===== src/rtl/ecc_ilv_pkg.sv =====
package ecc_ilv_pkg;
  localparam int LANES    = 4;
  localparam int LANE_K   = 7;
  localparam int LANE_N   = 15;
  localparam int PAR_W    = LANE_N - LANE_K;
  localparam int GF_M     = 4;
  localparam int GF_ORDER = (1 << GF_M) - 1;
  localparam int DATA_W   = LANES * LANE_K;
  localparam int CODE_W   = LANES * LANE_N;
  localparam int PAR_TOT  = LANES * PAR_W;
  localparam logic [PAR_W:0] GEN_POLY  = 9'h1D1;
  localparam logic [GF_M:0]  PRIM_POLY = 5'h13;

  typedef logic [GF_M-1:0] gf_t;

  function automatic gf_t gf_xtime(gf_t a);
    gf_t r;
    r = {a[GF_M-2:0], 1'b0};
    if (a[GF_M-1]) r = r ^ PRIM_POLY[GF_M-1:0];
    return r;
  endfunction

  function automatic gf_t gf_mul(gf_t a, gf_t b);
    gf_t p;
    gf_t x;
    p = '0;
    x = a;
    for (int i = 0; i < GF_M; i++) begin
      if (b[i]) p = p ^ x;
      x = gf_xtime(x);
    end
    return p;
  endfunction

  // alpha^e, e in 0..GF_ORDER-1
  function automatic gf_t alpha_pow(int e);
    gf_t r;
    r = gf_t'(1);
    for (int i = 0; i < GF_ORDER; i++) begin
      if (i < e) r = gf_xtime(r);
    end
    return r;
  endfunction
endpackage


===== src/rtl/ecc_lane_enc.sv =====
module ecc_lane_enc
  import ecc_ilv_pkg::*;
(
  input  logic [LANE_K-1:0] msg_i,
  output logic [PAR_W-1:0]  par_o
);
  logic [PAR_W-1:0] rem;
  logic             fb;

  // feedback shift register unrolled over the message bits, msb first
  always_comb begin
    rem = '0;
    fb  = 1'b0;
    for (int i = LANE_K - 1; i >= 0; i--) begin
      fb  = msg_i[i] ^ rem[PAR_W-1];
      rem = {rem[PAR_W-2:0], 1'b0};
      if (fb) rem = rem ^ GEN_POLY[PAR_W-1:0];
    end
    par_o = rem;
  end
endmodule


===== src/rtl/ecc_lane_synd.sv =====
module ecc_lane_synd
  import ecc_ilv_pkg::*;
(
  input  logic [LANE_N-1:0] cw_i,
  output gf_t               s1_o,
  output gf_t               s3_o
);
  always_comb begin
    s1_o = '0;
    s3_o = '0;
    for (int j = 0; j < LANE_N; j++) begin
      if (cw_i[j]) begin
        s1_o = s1_o ^ alpha_pow(j);
        s3_o = s3_o ^ alpha_pow((3 * j) % GF_ORDER);
      end
    end
  end
endmodule


===== src/rtl/ecc_lane_locate.sv =====
module ecc_lane_locate
  import ecc_ilv_pkg::*;
(
  input  gf_t               s1_i,
  input  gf_t               s3_i,
  input  logic [LANE_N-1:0] cw_i,
  output logic [LANE_N-1:0] cw_o,
  output logic              corr_o,
  output logic              uncorr_o
);
  gf_t              s1_sq;
  gf_t              e_term;
  logic [1:0]       deg;
  logic [LANE_N-1:0] hit;
  logic [3:0]       roots;
  gf_t              val;

  // locator scaled by S1: S1 + S1^2 x + (S3 + S1^3) x^2, division-free
  assign s1_sq  = gf_mul(s1_i, s1_i);
  assign e_term = s3_i ^ gf_mul(s1_sq, s1_i);

  always_comb begin
    if (e_term != '0)    deg = 2'd2;
    else if (s1_i != '0) deg = 2'd1;
    else                 deg = 2'd0;
  end

  // parallel search over all positions, x = alpha^-j
  always_comb begin
    hit   = '0;
    roots = '0;
    val   = '0;
    for (int j = 0; j < LANE_N; j++) begin
      val = s1_i
          ^ gf_mul(s1_sq,  alpha_pow((GF_ORDER - j) % GF_ORDER))
          ^ gf_mul(e_term, alpha_pow((2 * GF_ORDER - 2 * j) % GF_ORDER));
      hit[j] = (deg != 2'd0) && (val == '0);
      roots  = roots + {3'd0, hit[j]};
    end
  end

  assign uncorr_o = (deg != 2'd0) && (roots != {2'd0, deg});
  assign corr_o   = (deg != 2'd0) && !uncorr_o;
  assign cw_o     = uncorr_o ? cw_i : (cw_i ^ hit);
endmodule


===== src/rtl/ecc_ilv_codec.sv =====
module ecc_ilv_codec
  import ecc_ilv_pkg::*;
(
  input  logic              clk_i,
  input  logic              rst_ni,
  input  logic [DATA_W-1:0] wr_data_i,
  output logic [CODE_W-1:0] wr_code_o,
  input  logic              rd_valid_i,
  input  logic [CODE_W-1:0] rd_code_i,
  output logic              rd_valid_o,
  output logic [DATA_W-1:0] rd_data_o,
  output logic [LANES-1:0]  corr_o,
  output logic [LANES-1:0]  uncorr_o
);
  logic [LANES-1:0][LANE_K-1:0] wmsg;
  logic [LANES-1:0][PAR_W-1:0]  wpar;
  logic [LANES-1:0][LANE_N-1:0] rcw_d, rcw_q, fix_d;
  logic [LANES-1:0][GF_M-1:0]   s1_d, s3_d, s1_q, s3_q;
  logic [LANES-1:0]             corr_d, uncorr_d;
  logic                         v1_q;
  logic [DATA_W-1:0]            data_d;

  assign wr_code_o[CODE_W-1:PAR_TOT] = wr_data_i;

  for (genvar k = 0; k < LANES; k++) begin : g_lane
    for (genvar p = 0; p < LANE_K; p++) begin : g_msg
      assign wmsg[k][p] = wr_data_i[LANES*p+k];
    end
    for (genvar q = 0; q < PAR_W; q++) begin : g_par
      assign wr_code_o[LANES*q+k] = wpar[k][q];
    end
    for (genvar j = 0; j < LANE_N; j++) begin : g_rcw
      assign rcw_d[k][j] = rd_code_i[LANES*j+k];
    end

    ecc_lane_enc u_enc (
      .msg_i (wmsg[k]),
      .par_o (wpar[k])
    );

    ecc_lane_synd u_synd (
      .cw_i (rcw_d[k]),
      .s1_o (s1_d[k]),
      .s3_o (s3_d[k])
    );

    ecc_lane_locate u_loc (
      .s1_i     (s1_q[k]),
      .s3_i     (s3_q[k]),
      .cw_i     (rcw_q[k]),
      .cw_o     (fix_d[k]),
      .corr_o   (corr_d[k]),
      .uncorr_o (uncorr_d[k])
    );
  end

  always_comb begin
    data_d = '0;
    for (int k = 0; k < LANES; k++) begin
      for (int p = 0; p < LANE_K; p++) begin
        data_d[LANES*p+k] = fix_d[k][PAR_W+p];
      end
    end
  end

  // stage 1: syndromes and received word
  always_ff @(posedge clk_i or negedge rst_ni) begin
    if (!rst_ni) begin
      v1_q  <= 1'b0;
      rcw_q <= '0;
      s1_q  <= '0;
      s3_q  <= '0;
    end else begin
      v1_q <= rd_valid_i;
      if (rd_valid_i) begin
        rcw_q <= rcw_d;
        s1_q  <= s1_d;
        s3_q  <= s3_d;
      end
    end
  end

  // stage 2: corrected data and flags
  always_ff @(posedge clk_i or negedge rst_ni) begin
    if (!rst_ni) begin
      rd_valid_o <= 1'b0;
      rd_data_o  <= '0;
      corr_o     <= '0;
      uncorr_o   <= '0;
    end else begin
      rd_valid_o <= v1_q;
      if (v1_q) begin
        rd_data_o <= data_d;
        corr_o    <= corr_d;
        uncorr_o  <= uncorr_d;
      end
    end
  end
endmodule


===== config.mk =====
export PLATFORM = sky130hd
export DESIGN_NAME = ecc_ilv_codec
export DESIGN_NICKNAME = d
export VERILOG_FILES = /design/src/rtl/ecc_ilv_pkg.sv /design/src/rtl/ecc_lane_enc.sv /design/src/rtl/ecc_lane_synd.sv /design/src/rtl/ecc_lane_locate.sv /design/src/rtl/ecc_ilv_codec.sv
export SDC_FILE = /design/constraint.sdc
export NUM_CORES = 1
export LEC_CHECK = 0
export ABC_AREA = 1
export ABC_CLOCK_PERIOD_IN_PS = 11300
export BUFFER_PORTS_ARGS = -buffer_cell sky130_fd_sc_hd__buf_2
export CAP_MARGIN = 20
export CORE_ASPECT_RATIO = 1.25
export CORE_UTILIZATION = 63
export DETAILED_ROUTE_END_ITERATION = 8
export HOLD_SLACK_MARGIN = 0.05
export PLACE_DENSITY = 0.85
export SLEW_MARGIN = 10
export SYNTH_ARGS = -nofsm -noshare
export SYNTH_HDL_FRONTEND = slang
export SYNTH_HIERARCHICAL = 1
export SYNTH_SLANG_ARGS = --single-unit

===== constraint.sdc =====
create_clock -name clk_i -period 11.3 [get_ports clk_i]
set_input_delay 2.26 -clock clk_i [delete_from_list [all_inputs] [get_ports clk_i]]
set_output_delay 2.26 -clock clk_i [all_outputs]
set_load 0.1 [all_outputs]

==> flow_summary.yaml, run 1 <==
outcome:
  status: "finished, final reports clean"
clocking:
  cts_sinks: 98
  ctsHoldBuffers: 0
  clk-insertion-delay-late_ns: 0.35
  cts_tree: "built"
  cts_root_buf: "clkbuf_16"
  postCtsResizedCells: 0
  clockBufferDepth: 2
  path_clk_slew_ns: 0.08
  postCtsSetupBuffers: 0
  numCtsBuffers: 9
  htreeDepth: 3
min_path:
  hp-class: "flop to flop"
floorplanning:
  die_h_microns: 200.3
  io_pins: 188
  fp.dieW_microns: 160.7
  start_util_pct: 63.96
  die_area_sq_um: 32180
  fp-row-count: 72
  coreArea_sq_um: 30990
global_routing:
  grt_start_max_net_pins: 73
  grt_overflow: 0
  antenna_found_initial: 2
  grt_pass1_vias: 19512
  grt_pass1_wl_microns: 92790
  track_usage_pct: 35.29
job:
  cap_viol_max_count: 0
timing:
  worst_slew_pin_slew_ns: 1.030
  rsz0062_at_grt: "no"
  fmax_ghz: 0.1078
  clock_skew_ns: 0.007174
  slew_violations: 0
  max_slew_margin_pct: 31.34
  final.period_utilization_pct: 82.08
  setup_viol_count_final: 0
  setup-tns-final_ns: 0
  hold_viol: 0
  fin_crit_ns: 9.275
worst_setup_path:
  crit_arrival_ns: 9.57
  cp-start-kind: "flop"
  critPathKind: "flop to flop"
  slowest_delay_ns: 0.86
  cp_max_fo: 19
  cp_slowest_cell: "dfrtp_1"
  crit_required_ns: 11.59
  cpMostUsedCell: "nand2_1"
  endpoint_kind: "flop"
  reg2reg_setup_slack_ns: 2.02
logic_synthesis:
  ys_warn_count: 6
  syn-num-nets: 3299
  synth_area_sq_um: 19820
  syn_avg_cell_area_sq_um: 6.339
  syn_inst: 3127
route:
  via_per_inst: 5.512
  vias: 19971
  dr.pass1.iters: 6
  wl_per_cell_microns: 15.65
  drt-total-wl_microns: 56710
  drc: 0
  ant_nets: 0
  drtIter0Drc: 1372
finish:
  fillers: 2879
  drive_gt1_share_pct: 17.32
  num-nets-final: 3377
  area_growth_pct: 4.185
placed_design:
  place.gp.congestion: 0.9984
  hpwl_microns: 45610
  io_buffers: 187
[per-stage QoR]
step	cell area, sq um	util [%]	worst slack, ns	std cells	hold WS, ns
2_1_floorplan	19820	-	3.444	3127	0.3548
3_3_place_gp	20340	65.63	2.475	3601	0.4483
3_5_place_dp	20340	65.63	2.096	3601	0.4539
4_1_cts	20640	66.59	2.041	3617	0.4725
5_1_grt	20640	66.61	1.352	3619	0.4917
6_report	20650	66.64	2.025	3623	0.4687
[per-layer routing]
metal | vias up | GRT usage [%] | wire [microns] | part of all wire [%]
met2 | 761 | 62.15 | 27790 | 49
met3 | 211 | 3.935 | 3362 | 5.9
met4 | 0 | 22.72 | 3540 | 6.2
li1 | 9843 | - | - | -
met5 | - | 0 | 0 | 0
met1 | 9156 | 40.22 | 22010 | 39
[critical path, delay by kind of cell (launching register included)]
family / cells / cell delay [ns]
adders and majority gates: 9 / 3.79
AOI/OAI and AO/OA: 3 / 0.45
and+or+nand+nor: 25 / 3.22
DFF: 1 / 0.86
xor gates and xnor gates: 2 / 0.32
buffers and inverters: 4 / 0.56
[worst paths after layout]
check,startpoint,cells after the start,endpoint
setup / recovery,s1_q[3],43,rd_data_o[24]
hold / removal,rd_data_o[3],2,rd_data_o[3]
setup reg to reg,s1_q[3],43,rd_data_o[24]
hold reg to reg,rd_data_o[3],2,rd_data_o[3]
max in group asynchronous,rst_ni,2,rd_data_o[1]
min in group asynchronous,rst_ni,1,rd_valid_o
[cell type report]
class / count / area [sq um] / share of cell area [%]
Multi-Input combinational cell: 2530 / 14950 / 72.40
Sequential cell: 98 / 2452 / 11.88
Inverter: 373 / 1443 / 6.986
Timing Repair Buffer: 193 / 983.4 / 4.762
Tap cell: 407 / 509.2 / 2.466
Clock buffer: 11 / 232.7 / 1.127
Clock inverter: 5 / 63.81 / 0.3090
Antenna cell: 6 / 15.01 / 0.07271
[placed cells by master (no fill, tap or decap), types with 24 or more instances in the layout]
master / n
nand2_1: 1160
inv_1: 310
nand3_1: 308
xor2_1: 241
buf_2: 186
xnor2_1: 148
nand2_2: 123
nor2_1: 119
dfrtp_1: 98
nand4_1: 59
nand2_4: 54
nand3b_1: 50
inv_2: 47
nand3_2: 43
ha_1: 41
fa_1: 40
o21ai_0: 24
[sequential cells by signal, summed over array words and instances (netlist names)]
signal	cells
s3_q	16
rd_valid_o	1
s1_q	16
rd_data_o	28
v1_q	1
uncorr_o	4
rcw_q	28
corr_o	4
Power of run 1 is left out: the tool's default activity adds up to more than one toggle a clock period on the data nets, which glitch-free logic cannot reach.
==> inputs of run 2 (changes only) <==
--- a/config.mk
+++ b/config.mk
@@ -6,7 +6,7 @@
 export NUM_CORES = 1
 export LEC_CHECK = 0
 export ABC_AREA = 1
-export ABC_CLOCK_PERIOD_IN_PS = 11300
+export ABC_CLOCK_PERIOD_IN_PS = 8950
 export BUFFER_PORTS_ARGS = -buffer_cell sky130_fd_sc_hd__buf_2
 export CAP_MARGIN = 20
 export CORE_ASPECT_RATIO = 1.25
==> constraint.sdc (replaced) <==
create_clock -name clk_i -period 8.95 [get_ports clk_i]
set_input_delay 1.79 -clock clk_i [delete_from_list [all_inputs] [get_ports clk_i]]
set_output_delay 1.79 -clock clk_i [all_outputs]
set_load 0.1 [all_outputs]
==> flow_summary.yaml, run 2 (same netlist as run 1, synthesis figures left out) <==
finish:
  fillers: 2863
  final_cell_mix: "nand2_1 (1160), inv_1 (310), nand3_1 (307)"
  drive_gt1_share_pct: 18.09
  area_growth_pct: 5.201
  final_core_util_pct: 67.29
  multi_input_comb_area_sq_um: 14970
  biggestRegsByFlops: "rcw_q x28, rd_data_o x28"
  stdcell_count: 3642
  layout_commonest_cell: "nand2_1"
  num-nets-final: 3401
  fin_area_sq_um: 20850
  seqCellArea_sq_um: 2452
floorplanning:
  fp.dieW_microns: 160.7
  coreArea_sq_um: 30990
  die_h_microns: 200.3
  start_util_pct: 63.96
  fp-row-count: 72
  io_pins: 188
  die_area_sq_um: 32180
timing:
  slew_violations: 0
  worst_slew_pin_slew_ns: 1.036
  setup_viol_count_final: 0
  hold_viol: 0
  fmax_ghz: 0.1176
  final.period_utilization_pct: 94.98
  fin_crit_ns: 8.501
  clock_skew_ns: 0.01340
  max_slew_margin_pct: 30.83
route:
  drt-total-wl_microns: 56380
  ant_nets: 0
  via_per_inst: 5.502
  drtIter0Drc: 1538
  wl_per_cell_microns: 15.48
  vias: 20038
  dr.pass1.iters: 6
  drc: 0
worst_setup_path:
  slowest_delay_ns: 0.56
  cp_slowest_cell: "fa_1"
  cp-start-kind: "flop"
  critPathKind: "flop to flop"
  cp_max_fo: 18
  endpoint_kind: "flop"
  cpMostUsedCell: "nand2_1"
  crit_required_ns: 9.21
  crit_arrival_ns: 8.76
global_routing:
  grt_pass1_wl_microns: 92030
  grt_start_max_net_pins: 72
  antenna_found_initial: 0
  track_usage_pct: 35.00
  grt_pass1_vias: 19097
  grt_overflow: 0
clocking:
  path_clk_slew_ns: 0.08
  ctsHoldBuffers: 0
  cts_tree: "built"
  htreeDepth: 3
  numCtsBuffers: 9
  clk-insertion-delay-late_ns: 0.37
  cts_root_buf: "clkbuf_16"
  clockBufferDepth: 2
  cts_sinks: 98
placed_design:
  place.gp.congestion: 1.029
  place_area_sq_um: 20470
  io_buffers: 187
  hpwl_microns: 45250
  dp.cells: 3619
job:
  cap_viol_max_count: 0
min_path:
  hp-class: "flop to flop"
outcome:
  status: "finished, final reports clean"
-- run 2: area by class of cell --
type	instances	area share (%)
antenna	1	0.01200
clock buffer	10	1.146
clock inverter	6	0.2880
inverter	373	6.918
multi-input combinational	2530	71.80
sequential	98	11.76
tap	407	2.442
timing repair buffer	217	5.634
-- run 2: through the flow --
step | setup WS, ns | setup TNS [ns] | hold slack (ns)
2_1_floorplan | 1.094 | 0 | 0.3548
3_3_place_gp | 0.7169 | 0 | 0.4483
3_5_place_dp | 0.5056 | 0 | 0.4532
4_1_cts | 0.4693 | 0 | 0.4720
5_1_grt | -0.04549 | -0.1372 | 0.4962
6_report | 0.4492 | 0 | 0.4681
-- run 2: worst max-delay path: cells and delay by family (launching register included) --
kind / cells / cell delay (ns)
simple gates: 25 / 2.86
buf+inv: 6 / 0.60
xor+xnor: 2 / 0.32
flops: 1 / 0.43
fa+ha+maj: 9 / 3.67
compound gates: 3 / 0.47
-- run 2: per-layer routing --
layer | vias up | global-route usage, % | part of all wire [%]
met1 | 9166 | 39.71 | 39
li1 | 9848 | - | -
met3 | 219 | 5.053 | 6.1
met2 | 805 | 61.66 | 49
met4 | 0 | 21.05 | 6.3
met5 | - | 0 | 0
-- run 2: worst paths after layout --
kind	startpoint	to	slack, ns	cells after the start
worst min-delay path	rd_data_o[12]	rd_data_o[12]	0.47	2
worst max-delay path	s1_q[3]	rd_data_o[4]	0.45	45
worst min register to register	rd_data_o[12]	rd_data_o[12]	0.47	2
min in group asynchronous	rst_ni	rd_data_o[23]	1.34	1
worst max register to register	s1_q[3]	rd_data_o[4]	0.45	45
max in group asynchronous	rst_ni	rcw_q[10]	6.34	2
-- run 2: timing repair --
| action | in CTS | in global routing |
|---|---|---|
| resized for setup | 0 | 6 |
| endpoints found under the setup margin | 0 | 11 |
| setup buffers | 0 | 6 |
Power of run 2 is left out for the same reason.
==> inputs of run 3 (changes only) <==
--- a/config.mk
+++ b/config.mk
@@ -10,12 +10,12 @@
 export BUFFER_PORTS_ARGS = -buffer_cell sky130_fd_sc_hd__buf_2
 export CAP_MARGIN = 20
 export CORE_ASPECT_RATIO = 1.25
-export CORE_UTILIZATION = 63
+export CORE_UTILIZATION = 62
 export DETAILED_ROUTE_END_ITERATION = 8
 export HOLD_SLACK_MARGIN = 0.05
-export PLACE_DENSITY = 0.85
+export PLACE_DENSITY = 0.84
+export SETUP_SLACK_MARGIN = 0.5
 export SLEW_MARGIN = 10
 export SYNTH_ARGS = -nofsm -noshare
 export SYNTH_HDL_FRONTEND = slang
-export SYNTH_HIERARCHICAL = 1
 export SYNTH_SLANG_ARGS = --single-unit
==> flow_summary.yaml, run 3 <==
outcome:
  status: "finished, final reports clean"
worst_setup_path:
  slowest_delay_ns: 0.58
  critPathKind: "flop to flop"
  reg2reg_setup_slack_ns: 0.96
  r2r-start: "s1_q[8]"
  r2r-end: "rd_data_o[18]"
  crit_required_ns: 9.24
  cp-start-kind: "flop"
  crit_end: "rd_data_o[18]"
  cp_slowest_cell: "dfrtp_2"
  cpMostUsedCell: "nand2_1"
  rr_worst_depth: 45
  crit_arrival_ns: 8.28
  cp_max_fo: 13
  startpoint: "s1_q[8]"
  endpoint_kind: "flop"
route:
  via_per_inst: 5.610
  wl_per_cell_microns: 16.36
  drtIter0Drc: 1220
  ant_nets: 0
  dr.pass1.iters: 5
  vias: 17504
  drt-total-wl_microns: 51040
  drc: 0
logic_synthesis:
  synth_flop_cell: "dfrtp_1"
  async_flop_share_pct: 100.0
  yosysSeqAreaShare_pct: 13.79
  netlist_top_cells_count: "nand2_1 (723), xor2_1 (367), nand3_1 (253)"
  ys_warn_count: 0
  synth_area_leaders: "xor2_1 (18%), nand2_1 (15%), dfrtp_1 (14%), xnor2_1 (10%), nand3_1 (7.1%)"
  synth_area_sq_um: 17780
  synth.top_cell.area_share_pct: 18.08
  ys_types: 56
  synth_top_area_cell: "xor2_1"
  yosysMostFrequentCell: "nand2_1"
  syn_inst: 2625
  synth_seq_cells: 98
  syn-num-nets: 2809
  syn_avg_cell_area_sq_um: 6.775
  synth_edf_count: 0
clocking:
  clk-insertion-delay-late_ns: 0.35
  cts_sinks: 98
  htreeDepth: 3
  ctsHoldBuffers: 0
  numCtsBuffers: 9
  cts_tree: "built"
  clockBufferDepth: 2
  path_clk_slew_ns: 0.07
  cts_root_buf: "clkbuf_16"
global_routing:
  grt_pass1_vias: 16557
  grt_overflow: 0
  grtUsageMet3_pct: 4.081
  track_usage_pct: 34.27
  busiest_layer: "met2"
  grt_use_met2_pct: 61.89
  grt_pass1_wl_microns: 80990
  grt_start_max_net_pins: 74
  antenna_found_initial: 4
  grt_use_met1_pct: 39.91
timing:
  worst_slew_pin_slew_ns: 0.9176
  slew_violations: 0
  clock_skew_ns: 0.009766
  fmax_ghz: 0.1252
  setup_viol_count_final: 0
  setup-tns-final_ns: 0
  fin_crit_ns: 7.989
  max_slew_margin_pct: 38.82
  final.period_utilization_pct: 89.26
  rsz0062_at_grt: "yes"
  hold_viol: 0
floorplanning:
  die_area_sq_um: 29370
  io_pins: 188
  fp-row-count: 68
  die_h_microns: 191.4
  fp.dieW_microns: 153.5
  start_util_pct: 63.72
  coreArea_sq_um: 27910
job:
  cap_viol_max_count: 0
finish:
  num-nets-final: 2947
  drive_gt1_share_pct: 17.30
  layout_commonest_cell: "nand2_1"
  area_growth_pct: 9.266
  final_cell_mix: "nand2_1 (715), xor2_1 (367), nand3_1 (253)"
  biggestRegsByFlops: "rcw_q x28, rd_data_o x28"
placed_design:
  place.gp.congestion: 1.028
  io_buffers: 187
  hpwl_microns: 41230
min_path:
  hp-class: "flop to flop"
## run 3: cells by family after synthesis
| kind of cell | count (synthesis) | synth area share [%] |
|---|---|---|
| simple gates | 1309 | 34.14 |
| xor+xnor | 577 | 28.97 |
| buf+inv | 397 | 10.13 |
| compound gates | 151 | 4.904 |
| flops | 98 | 13.79 |
| fa+ha+maj | 93 | 8.063 |
## run 3: worst min path at each step
| stage | from | cells past startpoint | slack [ns] | to |
|---|---|---|---|---|
| global route | rd_data_o[5] | 2 | 0.49 | rd_data_o[5] |
| global placement | rd_data_o[11] | 2 | 0.46 | rd_data_o[11] |
| detailed placement | rd_data_o[5] | 2 | 0.47 | rd_data_o[5] |
| finish | rd_data_o[5] | 2 | 0.48 | rd_data_o[5] |
| CTS | rd_data_o[5] | 2 | 0.48 | rd_data_o[5] |
| floorplan | v1_q | 0 | 0.42 | rd_valid_o |
## run 3: through the flow
stage	instance area (sq um)	instances	utilization [%]	setup WS, ns	hold slack, ns
after global placement	18690	3082	66.97	0.6357	0.4608
final	19430	3120	69.63	0.9609	0.4781
after detailed placement	18690	3082	66.97	0.5349	0.4653
after global routing	19430	3118	69.61	0.4311	0.4878
after floorplan	17780	2625	-	1.309	0.4221
after CTS	19030	3098	68.19	0.5090	0.4806
## run 3: timing repair
action	in CTS	in global routing
gates cloned	0	1
pin swaps	0	6
gates resized for setup	1	53
setup buffers	0	19
endpoints found under the setup margin	1	32
## run 3: worst max-delay path, delay by kind of cell, from the launching register on
family,cells,cell delay [ns]
AOI/OAI and AO/OA,3,0.45
xor gates and xnor gates,2,0.34
adders and majority gates,8,3.15
buffers and inverters,6,0.59
DFF,1,0.58
and+or+nand+nor,26,2.80
## run 3: routing by layer
metal / routed length (microns) / vias to the layer above
met3: 2951 / 172
met5: 40 / -
li1: - / 8513
met1: 20050 / 8062
met2: 25290 / 751
met4: 2697 / 6
## run 3: area by class of cell
| type | instances | area (sq um) |
|---|---|---|
| Antenna cell | 2 | 5.005 |
| Inverter | 283 | 1095 |
| Multi-Input combinational cell | 2130 | 13690 |
| Sequential cell | 98 | 2462 |
| Clock buffer | 10 | 239.0 |
| Fill cell | 2393 | 8476 |
| Tap cell | 350 | 437.9 |
| Clock inverter | 6 | 97.59 |
| Timing Repair Buffer | 241 | 1401 |
Power of run 3 is left out for the same reason.
